**src/rtl/stb_pkg.sv**
```systemverilog
package stb_pkg;
  typedef enum logic [1:0] {
    SRC_DIV_SLOW = 2'b00,
    SRC_DIV_FAST = 2'b01,
    SRC_TMR_OVF  = 2'b10,
    SRC_PIN      = 2'b11
  } src_sel_e;

  localparam int MODE_SRC_LSB   = 0;
  localparam int MODE_IDLE_BIT  = 2;
  localparam int MODE_IE_BIT    = 3;
  localparam int CTRL_RUN_BIT   = 0;
  localparam int CTRL_FLAG_BIT  = 1;
endpackage

```
**src/rtl/stb_prescaler.sv**
```systemverilog
module stb_prescaler #(
  parameter int RATIO = 12
) (
  input  logic clk,
  input  logic rst,
  output logic tick_o
);
  localparam int PW = (RATIO > 1) ? $clog2(RATIO) : 1;
  localparam logic [PW-1:0] LAST = PW'(RATIO - 1);

  logic [PW-1:0] phase_q;

  always_ff @(posedge clk) begin
    if (rst) begin
      phase_q <= '0;
      tick_o  <= 1'b0;
    end else begin
      tick_o  <= (phase_q == LAST);
      phase_q <= (phase_q == LAST) ? '0 : phase_q + PW'(1);
    end
  end
endmodule

```
**src/rtl/stb_edge_sync.sv**
```systemverilog
module stb_edge_sync #(
  parameter int STAGES = 2
) (
  input  logic clk,
  input  logic rst,
  input  logic async_i,
  output logic rise_o
);
  logic [STAGES:0] chain_q;

  always_ff @(posedge clk) begin
    if (rst) chain_q <= '0;
    else     chain_q <= {chain_q[STAGES-1:0], async_i};
  end

  // chain_q[STAGES-1] is the synchronized level, chain_q[STAGES] its delayed copy
  assign rise_o = chain_q[STAGES-1] & ~chain_q[STAGES];
endmodule

```
**src/rtl/stb_counter.sv**
```systemverilog
module stb_counter #(
  parameter int BYTE_W = 8,
  parameter int NBYTES = 2
) (
  input  logic                     clk,
  input  logic                     rst,
  input  logic                     inc_i,
  input  logic [NBYTES-1:0]        byte_we_i,
  input  logic [BYTE_W-1:0]        wdata_i,
  output logic [BYTE_W*NBYTES-1:0] count_o,
  output logic                     wrap_o
);
  localparam int CW = BYTE_W * NBYTES;

  logic          any_we;
  logic          advance;
  logic [CW-1:0] count_q;
  logic [CW-1:0] count_inc;

  assign any_we    = |byte_we_i;
  assign advance   = inc_i & ~any_we;
  assign count_inc = count_q + CW'(1);

  always_ff @(posedge clk) begin
    if (rst) begin
      count_q <= '0;
    end else if (any_we) begin
      for (int b = 0; b < NBYTES; b++)
        if (byte_we_i[b]) count_q[b*BYTE_W +: BYTE_W] <= wdata_i;
    end else if (advance) begin
      count_q <= count_inc;
    end
  end

  assign count_o = count_q;
  assign wrap_o  = advance & (&count_q);
endmodule

```
**src/rtl/shared_timebase.sv**
```systemverilog
module shared_timebase
  import stb_pkg::*;
#(
  parameter int BYTE_W      = 8,
  parameter int NBYTES      = 2,
  parameter int SLOW_DIV    = 12,
  parameter int FAST_DIV    = 4,
  parameter int SYNC_STAGES = 2,
  parameter int ADDR_W      = $clog2(NBYTES + 2)
) (
  input  logic                     clk,
  input  logic                     rst,
  input  logic                     idle_i,
  input  logic                     tmr_ovf_i,
  input  logic                     ext_clk_i,
  input  logic                     wr_en_i,
  input  logic [ADDR_W-1:0]        addr_i,
  input  logic [BYTE_W-1:0]        wr_data_i,
  output logic [BYTE_W-1:0]        rd_data_o,
  output logic [BYTE_W*NBYTES-1:0] count_o,
  output logic                     irq_o
);
  localparam int CW = BYTE_W * NBYTES;
  localparam logic [ADDR_W-1:0] MODE_ADDR = ADDR_W'(NBYTES);
  localparam logic [ADDR_W-1:0] CTRL_ADDR = ADDR_W'(NBYTES + 1);

  src_sel_e          src_q;
  logic              idle_stop_q;
  logic              ie_q;
  logic              run_q;
  logic              flag_q;
  logic [1:0]        div_ticks;
  logic              pin_rise;
  logic              src_tick;
  logic              count_en;
  logic              wrap;
  logic [NBYTES-1:0] byte_we;
  logic [BYTE_W-1:0] rd_next;

  // Two free-running clock prescalers; index 0 is the slow ratio
  for (genvar g = 0; g < 2; g++) begin : gen_div
    stb_prescaler #(.RATIO(g == 0 ? SLOW_DIV : FAST_DIV)) u_div (
      .clk    (clk),
      .rst    (rst),
      .tick_o (div_ticks[g])
    );
  end

  stb_edge_sync #(.STAGES(SYNC_STAGES)) u_pin (
    .clk     (clk),
    .rst     (rst),
    .async_i (ext_clk_i),
    .rise_o  (pin_rise)
  );

  always_comb begin
    unique case (src_q)
      SRC_DIV_SLOW: src_tick = div_ticks[0];
      SRC_DIV_FAST: src_tick = div_ticks[1];
      SRC_TMR_OVF:  src_tick = tmr_ovf_i;
      default:      src_tick = pin_rise;
    endcase
  end

  assign count_en = run_q & ~(idle_stop_q & idle_i) & src_tick;

  for (genvar b = 0; b < NBYTES; b++) begin : gen_we
    assign byte_we[b] = wr_en_i && (addr_i == ADDR_W'(b));
  end

  stb_counter #(.BYTE_W(BYTE_W), .NBYTES(NBYTES)) u_cnt (
    .clk       (clk),
    .rst       (rst),
    .inc_i     (count_en),
    .byte_we_i (byte_we),
    .wdata_i   (wr_data_i),
    .count_o   (count_o),
    .wrap_o    (wrap)
  );

  always_ff @(posedge clk) begin
    if (rst) begin
      src_q       <= SRC_DIV_SLOW;
      idle_stop_q <= 1'b0;
      ie_q        <= 1'b0;
      run_q       <= 1'b0;
      flag_q      <= 1'b0;
      irq_o       <= 1'b0;
    end else begin
      if (wr_en_i && addr_i == MODE_ADDR) begin
        src_q       <= src_sel_e'(wr_data_i[MODE_SRC_LSB +: 2]);
        idle_stop_q <= wr_data_i[MODE_IDLE_BIT];
        ie_q        <= wr_data_i[MODE_IE_BIT];
      end
      if (wr_en_i && addr_i == CTRL_ADDR)
        run_q <= wr_data_i[CTRL_RUN_BIT];
      // a wrap wins over a software write of the flag
      if (wrap)
        flag_q <= 1'b1;
      else if (wr_en_i && addr_i == CTRL_ADDR)
        flag_q <= wr_data_i[CTRL_FLAG_BIT];
      irq_o <= flag_q & ie_q;
    end
  end

  always_comb begin
    rd_next = '0;
    for (int b = 0; b < NBYTES; b++)
      if (addr_i == ADDR_W'(b)) rd_next = count_o[b*BYTE_W +: BYTE_W];
    if (addr_i == MODE_ADDR) rd_next = BYTE_W'({ie_q, idle_stop_q, src_q});
    if (addr_i == CTRL_ADDR) rd_next = BYTE_W'({flag_q, run_q});
  end

  always_ff @(posedge clk) begin
    if (rst) rd_data_o <= '0;
    else     rd_data_o <= rd_next;
  end
endmodule

```
**config.mk**
```make
export PLATFORM = sky130hd
export DESIGN_NAME = shared_timebase
export DESIGN_NICKNAME = d
export VERILOG_FILES = /design/src/rtl/stb_pkg.sv /design/src/rtl/stb_prescaler.sv /design/src/rtl/stb_edge_sync.sv /design/src/rtl/stb_counter.sv /design/src/rtl/shared_timebase.sv
export SDC_FILE = /design/constraint.sdc
export NUM_CORES = 1
export LEC_CHECK = 0
export ABC_CLOCK_PERIOD_IN_PS = 5600
export BUFFER_PORTS_ARGS = -buffer_cell sky130_fd_sc_hd__buf_4
export CAP_MARGIN = 25
export CORE_ASPECT_RATIO = 0.7
export CORE_UTILIZATION = 35
export DETAILED_ROUTE_END_ITERATION = 10
export GPL_TIMING_DRIVEN = 0
export HOLD_SLACK_MARGIN = 0.1
export SLEW_MARGIN = 20
export SYNTH_ARGS = -nofsm -noshare
export SYNTH_HDL_FRONTEND = slang
export SYNTH_HIERARCHICAL = 1
export SYNTH_SLANG_ARGS = --single-unit
```
**constraint.sdc**
```tcl
create_clock -name clk -period 5.6 [get_ports clk]
set_clock_uncertainty 0.1 [all_clocks]
set_input_delay 1.12 -clock clk [delete_from_list [all_inputs] [get_ports clk]]
set_output_delay 1.12 -clock clk [all_outputs]
set_load 0.05 [all_outputs]
```
Word-level counts from Yosys, hierarchy flattened. Index checks and enable logic that the tools add are counted.

Flip-flop bits (word level): 42. Input port bits: 16.

Add/subtract/negate cells: 3. Equality and inequality tests: 9. Muxes and demuxes: 11. Bitwise logic cells: 10. Reductions and logical operators: 16.

Operator list (count): two-way mux 16 bit (2); two-way mux 8 bit (4); adder 16 x 1 -> 16 bit (second input constant) (1); AND reduction 16 bit (1); == test 2 bit (second input constant) (4); OR reduction 2 bit (4); AND 1 bit (7); adder 4 x 1 -> 4 bit (second input constant) (1); == test 2 x 1 -> 1 bit (second input constant) (2); == test 4 bit (second input constant) (1); logical AND 1 bit (4); zero test 2 bit (2); two-way mux 4 bit (1); inequality test 2 bit (second input constant) (2); AND reduction 2 bit (2); nonzero test 2 bit (2); NOT 1 bit (3); case mux 1 bit (3 select lines) (1); OR reduction 3 bit (1); adder 2 x 1 -> 2 bit (second input constant) (1); two-way mux 1 bit (2); two-way mux 2 bit (1).

Longest topological paths before layout.
Depth in word-level cells: 7. Mapped depth: 8. Depth with buffers taken out: 7.

By module. Netlist, hierarchy kept.

Modules (own cells, without submodules): stb_counter (times used 1, cells an instance 124, area an instance 1019.7 um^2, sequential area each 320.3 um^2); shared_timebase (times used 1, cells an instance 61, area an instance 685.7 um^2, sequential area each 300.3 um^2); stb_prescaler (gen_div[0].u_div) (times used 1, cells an instance 18, area an instance 198.9 um^2, sequential area each 100.1 um^2); stb_prescaler (gen_div[1].u_div) (times used 1, cells an instance 7, area an instance 103.8 um^2, sequential area each 60.1 um^2); stb_edge_sync (times used 1, cells an instance 7, area an instance 87.6 um^2, sequential area each 60.1 um^2).

Least setup slack after synthesis. No wires, ideal clock.

Path kind: in2reg. Start point: input tmr_ovf_i. End point: register u_cnt.count_q[15], in the netlist u_cnt/count_o[15]. Library setup time: 0.120 ns. Arrival time: 2.515 ns. Required time: 5.380 ns. Path slack: 2.865 ns. Stages: 7. Path through: mux4_2 -> and3_1 -> buf_2 -> nand2b_1 -> or3_4 -> o31a_1 -> o31a_1.

Longest elaborated chain between the ends: 5.

Ends and longest elaborated chain: from (decl) (RTL line shared_timebase.sv:14) `input logic tmr_ovf_i,`; case mux 1 bit (3 select lines) (RTL line shared_timebase.sv:57) `unique case (src_q)`; AND 1 bit (RTL line shared_timebase.sv:65) `assign count_en = run_q & ~(idle_stop_q & idle_i) & src_tick;`; named net count_en (RTL line shared_timebase.sv:35) `logic count_en;`; AND 1 bit (RTL line stb_counter.sv:21) `assign advance = inc_i & ~any_we;`; nonzero test 2 bit (no source line); AND reduction 2 bit (no source line); to (signal, indexed assignment) (RTL line stb_counter.sv:29) `if (byte_we_i[b]) count_q[b*BYTE_W +: BYTE_W] <= wdata_i;`; to (signal assigned) (RTL line stb_counter.sv:31) `count_q <= count_inc;`; to (decl) (RTL line stb_counter.sv:17) `logic [CW-1:0] count_q;`.

The timed path passes the listed nets, and every way through them passes these cells. A chain may end at the register's enable or synchronous reset.

Worst setup path after layout.
Start point: input addr_i[1]. End point: register u_cnt.count_q[11], in the netlist u_cnt/count_o[11].

Longest elaborated chain between the ends: 7. Elaborated cells on any way between the ends: 11. Classes of those cells: 2 x eq/ne; 1 x mux; 2 x bitwise; 6 x reduce/logical.

Ends and longest elaborated chain: from (decl) (RTL line shared_timebase.sv:17) `input logic [ADDR_W-1:0] addr_i,`; == test 2 x 1 -> 1 bit * (RTL line shared_timebase.sv:68) `assign byte_we[b] = wr_en_i && (addr_i == ADDR_W'(b));`; logical AND 1 bit * (RTL line shared_timebase.sv:68); named net byte_we[1] (RTL line shared_timebase.sv:37) `logic [NBYTES-1:0] byte_we;`; OR reduction 2 bit (RTL line stb_counter.sv:20) `assign any_we = |byte_we_i;`; NOT 1 bit (RTL line stb_counter.sv:21); AND 1 bit (RTL line stb_counter.sv:21); nonzero test 2 bit (no source line); AND reduction 2 bit (no source line).

The timed path passes the listed nets; every way through them passes the cells marked *.

==> results.ini <==
[run_status]
outcome = complete, no violations

[route]
drc_errors = 0
wl_microns = 5030
first_pass_iters = 4
wl_per_cell_microns = 14.8
vias_per_cell = 5.11
route.vias.total = 1738
drt_iter0_drc = 95
ant_nets = 0

[placed_design]
gp_congestion = 0.806
io_buffer_count = 40
dpl_cell_area_sq_um = 2490
post-dp-hpwl_microns = 3720

[yosys]
synth_seq_cells = 42
netlist_instances = 217
ys.flop_type = dfxtp_1
synth_area_sq_um = 2100
syn_nets = 236
synth.distinct_cells = 52
synth_warnings = 6
syn_avg_cell_area_sq_um = 9.66
async_flop_share = 0
synth-edff-count = 0
yosysSeqAreaShare = 0.401

[critical_path]
path_cells = buf_4 > buf_4 > and3b_1 > clkbuf_1 > clkbuf_1 > nor2_1 > o211ai_1 > o31ai_1
crit_fanout = 10
cp.arrival_ns = 2.86
critPathCaptureType = register
path_buf_inv = 4
required_ns = 5.65
critical-path-top-delay-family = buffers and inverters
crit_slowest_cell = clkbuf_1
path_class = primary input to register
critPathMaxStageDelay_ns = 0.39
cp-start-kind = primary input

[final_layout]
multi_input_area_sq_um = 1170
regArea_sq_um = 841
area_growth_pct = 23.9
drive_gt1_frac = 0.272
final_area_sq_um = 2600
antenna_cells = 0
final_nets = 283
nFillCells = 600

[sta]
fin_hold_ws_ns = 0.337
worstMarginPinSlew_ns = 0.509
slew_viol_final = 0
slew_headroom = 0.661
fin_tns_setup_ns = 0
finalHoldViolCount = 0
fin_crit_ns = 2.80
max_clock_freq_mhz = 357
rsz0062_at_grt = false
finalSetupViolCount = 0
finalCritPeriodShare = 0.501

[pwr]
p_int_mw = 0.490
leakage_nw = 1.11
seqPwrFrac = 0.493
power_per_cell_area_nw_per_um2 = 259
ir_drop_mv = 0.0951
clkPwrFrac = 0.348
p_sw_mw = 0.181
p_sw_frac = 0.270
pwr-share-comb = 0.159

[floorplanning]
rows = 23
dieArea_sq_um = 6310
chipWidth_microns = 94.5
design.core.area_sq_um = 5760
chipHeight_microns = 66.7
start_util = 0.364
ios = 41

[global_routing]
grt_util_all_layers = 0.171
antenna_found_initial = 0
grt_max_degree = 20
grt_pass1_wl_microns = 7960
grt_pass1_vias = 1540
grt.overflow.total = 0

[cts]
cts_tree = built
hold_buffers = 0
htree_levels = 2
clkSlewWorstSetupHoldPaths_ns = 0.08
cts_resized = 0
cts_buffers = 5
cts_sinks = 42
post_cts_buffers = 0
cts_buffer_depth = 2
cts-root-buf = clkbuf_8
insertion_delay_ns = 0.29

[hold_path]
hold_class = register to register

[job]
cap_viol_max_count = 0

flip-flops by register name (all words and copies together), names as in the netlist:
name	count
flag_q	1
gen_div.u_div/phase_q	6
gen_div.u_div/tick_o	2
idle_stop_q	1
ie_q	1
irq_o	1
rd_data_o	8
run_q	1
src_q	2
u_cnt/count_o	16
u_pin/chain_q	3
final timing paths:
check / startpoint / end / slack, ns / cells after the start
setup / recovery: addr_i[1] / u_cnt/count_o[11]$_SDFFE_PP0P_ / 2.80 / 8
hold / removal: gen_div[1].u_div/phase_q[0]$_SDFF_PP0_ / gen_div[1].u_div/phase_q[0]$_SDFF_PP0_ / 0.34 / 1
setup reg to reg: u_cnt/count_o[1]$_SDFFE_PP0P_ / flag_q$_SDFFE_PP0P_ / 3.30 / 6
hold reg to reg: gen_div[1].u_div/phase_q[0]$_SDFF_PP0_ / gen_div[1].u_div/phase_q[0]$_SDFF_PP0_ / 0.34 / 1
layer usage:
metal | global-route usage | share of wire | up-vias
met5 | 0 | 0 | -
met2 | 0.233 | 0.41 | 55
met3 | 0.0377 | 0.056 | 5
met4 | 0.0530 | 0.0091 | 0
li1 | - | - | 880
met1 | 0.260 | 0.53 | 798
cells by family (layout without fill, tap and decap cells):
| kind of cell | after synthesis | count (layout) | synth area share |
|---|---|---|---|
| AOI/OAI and AO/OA | 39 | 39 | 0.122 |
| and+or+nand+nor | 87 | 87 | 0.275 |
| DFF | 42 | 42 | 0.401 |
| buffers and inverters | 19 | 67 | 0.0418 |
| xor gates and xnor gates | 9 | 9 | 0.0376 |
| muxes | 18 | 18 | 0.104 |
| adders and majority gates | 3 | 3 | 0.0179 |
metrics by stage:
| stage | total power, mW | utilization | setup WS (ns) | cells |
|---|---|---|---|---|
| 6_report | 0.672 | 0.451 | 2.80 | 340 |
| 5_1_grt | 0.703 | 0.451 | 2.66 | 340 |
| 4_1_cts | 0.681 | 0.451 | 2.84 | 340 |
| 3_5_place_dp | 0.445 | 0.433 | 2.54 | 332 |
| 3_3_place_gp | 0.444 | 0.433 | 2.55 | 332 |
| 2_1_floorplan | 0.405 | - | 2.87 | 217 |
power groups by stage:
| stage | clock network, mW | registers, mW | logic, mW |
|---|---|---|---|
| 2_1_floorplan | 0 | 0.361 | 0.0447 |
| 3_3_place_gp | 0 | 0.338 | 0.106 |
| 3_5_place_dp | 0 | 0.338 | 0.107 |
| 4_1_cts | 0.243 | 0.331 | 0.107 |
| 5_1_grt | 0.254 | 0.333 | 0.116 |
| 6_report | 0.234 | 0.331 | 0.107 |
synth_stat cells, drive strengths merged, types with 2 or more instances:
library cell / number / area (sq um)
dfxtp: 42 / 841
a21oi: 16 / 80.1
mux2i: 14 / 140
nor2: 14 / 52.6
nor3: 12 / 65.1
nor2b: 11 / 88.8
inv: 8 / 30.0
o21a: 8 / 60.1
buf: 7 / 42.5
nand2: 7 / 26.3
nand3: 7 / 40.0
nor4: 6 / 37.5
xor2: 5 / 43.8
clkbuf: 4 / 15.0
nand4: 4 / 52.6
nor3b: 4 / 35.0
o31a: 4 / 35.0
or2: 4 / 25.0
xnor2: 4 / 35.0
ha: 3 / 37.5
mux4: 3 / 67.6
nand3b: 3 / 35.0
nand4b: 3 / 26.3
a211oi: 2 / 15.0
a31oi: 2 / 12.5
and3: 2 / 12.5
and3b: 2 / 17.5
nand2b: 2 / 12.5
o211ai: 2 / 15.0
or2b: 2 / 15.0
or3: 2 / 18.8
cells in the final DEF (no fill, tap or decap), types with 2 or more instances in the layout:
cell type,synthesis,routed
nand2b_1,2,2
nand3_1,6,6
buf_2,4,4
and3_1,2,2
nor2b_1,7,7
o31a_1,4,4
nand2_1,7,7
or2b_1,2,2
mux4_2,3,3
nor3_1,11,11
o21a_1,8,8
nor4_1,6,6
xor2_1,5,5
buf_4,1,41
a31oi_1,2,2
clkbuf_1,4,6
and3b_1,2,2
nand3b_1,2,2
or2_2,3,3
dfxtp_1,42,42
ha_1,3,3
clkbuf_8,0,5
nor2_1,14,14
mux2i_1,14,14
o211ai_1,2,2
nand4_2,2,2
a211oi_1,2,2
inv_1,8,8
nor2b_2,2,2
nand4b_1,3,3
a21oi_1,16,16
xnor2_1,4,4
nor3b_1,3,3
nor2b_4,2,2
area by class of cell:
cell class                      instances  area share
Sequential cell                        42       0.324
Multi-Input combinational cell        156       0.450
Inverter                                8      0.0116
Clock buffer                            7      0.0294
Tap cell                               75      0.0361
Buffer                                 11      0.0222
Timing Repair Buffer                   40       0.116
Clock inverter                          1      0.0116
(Power assumes the default switching activity.)
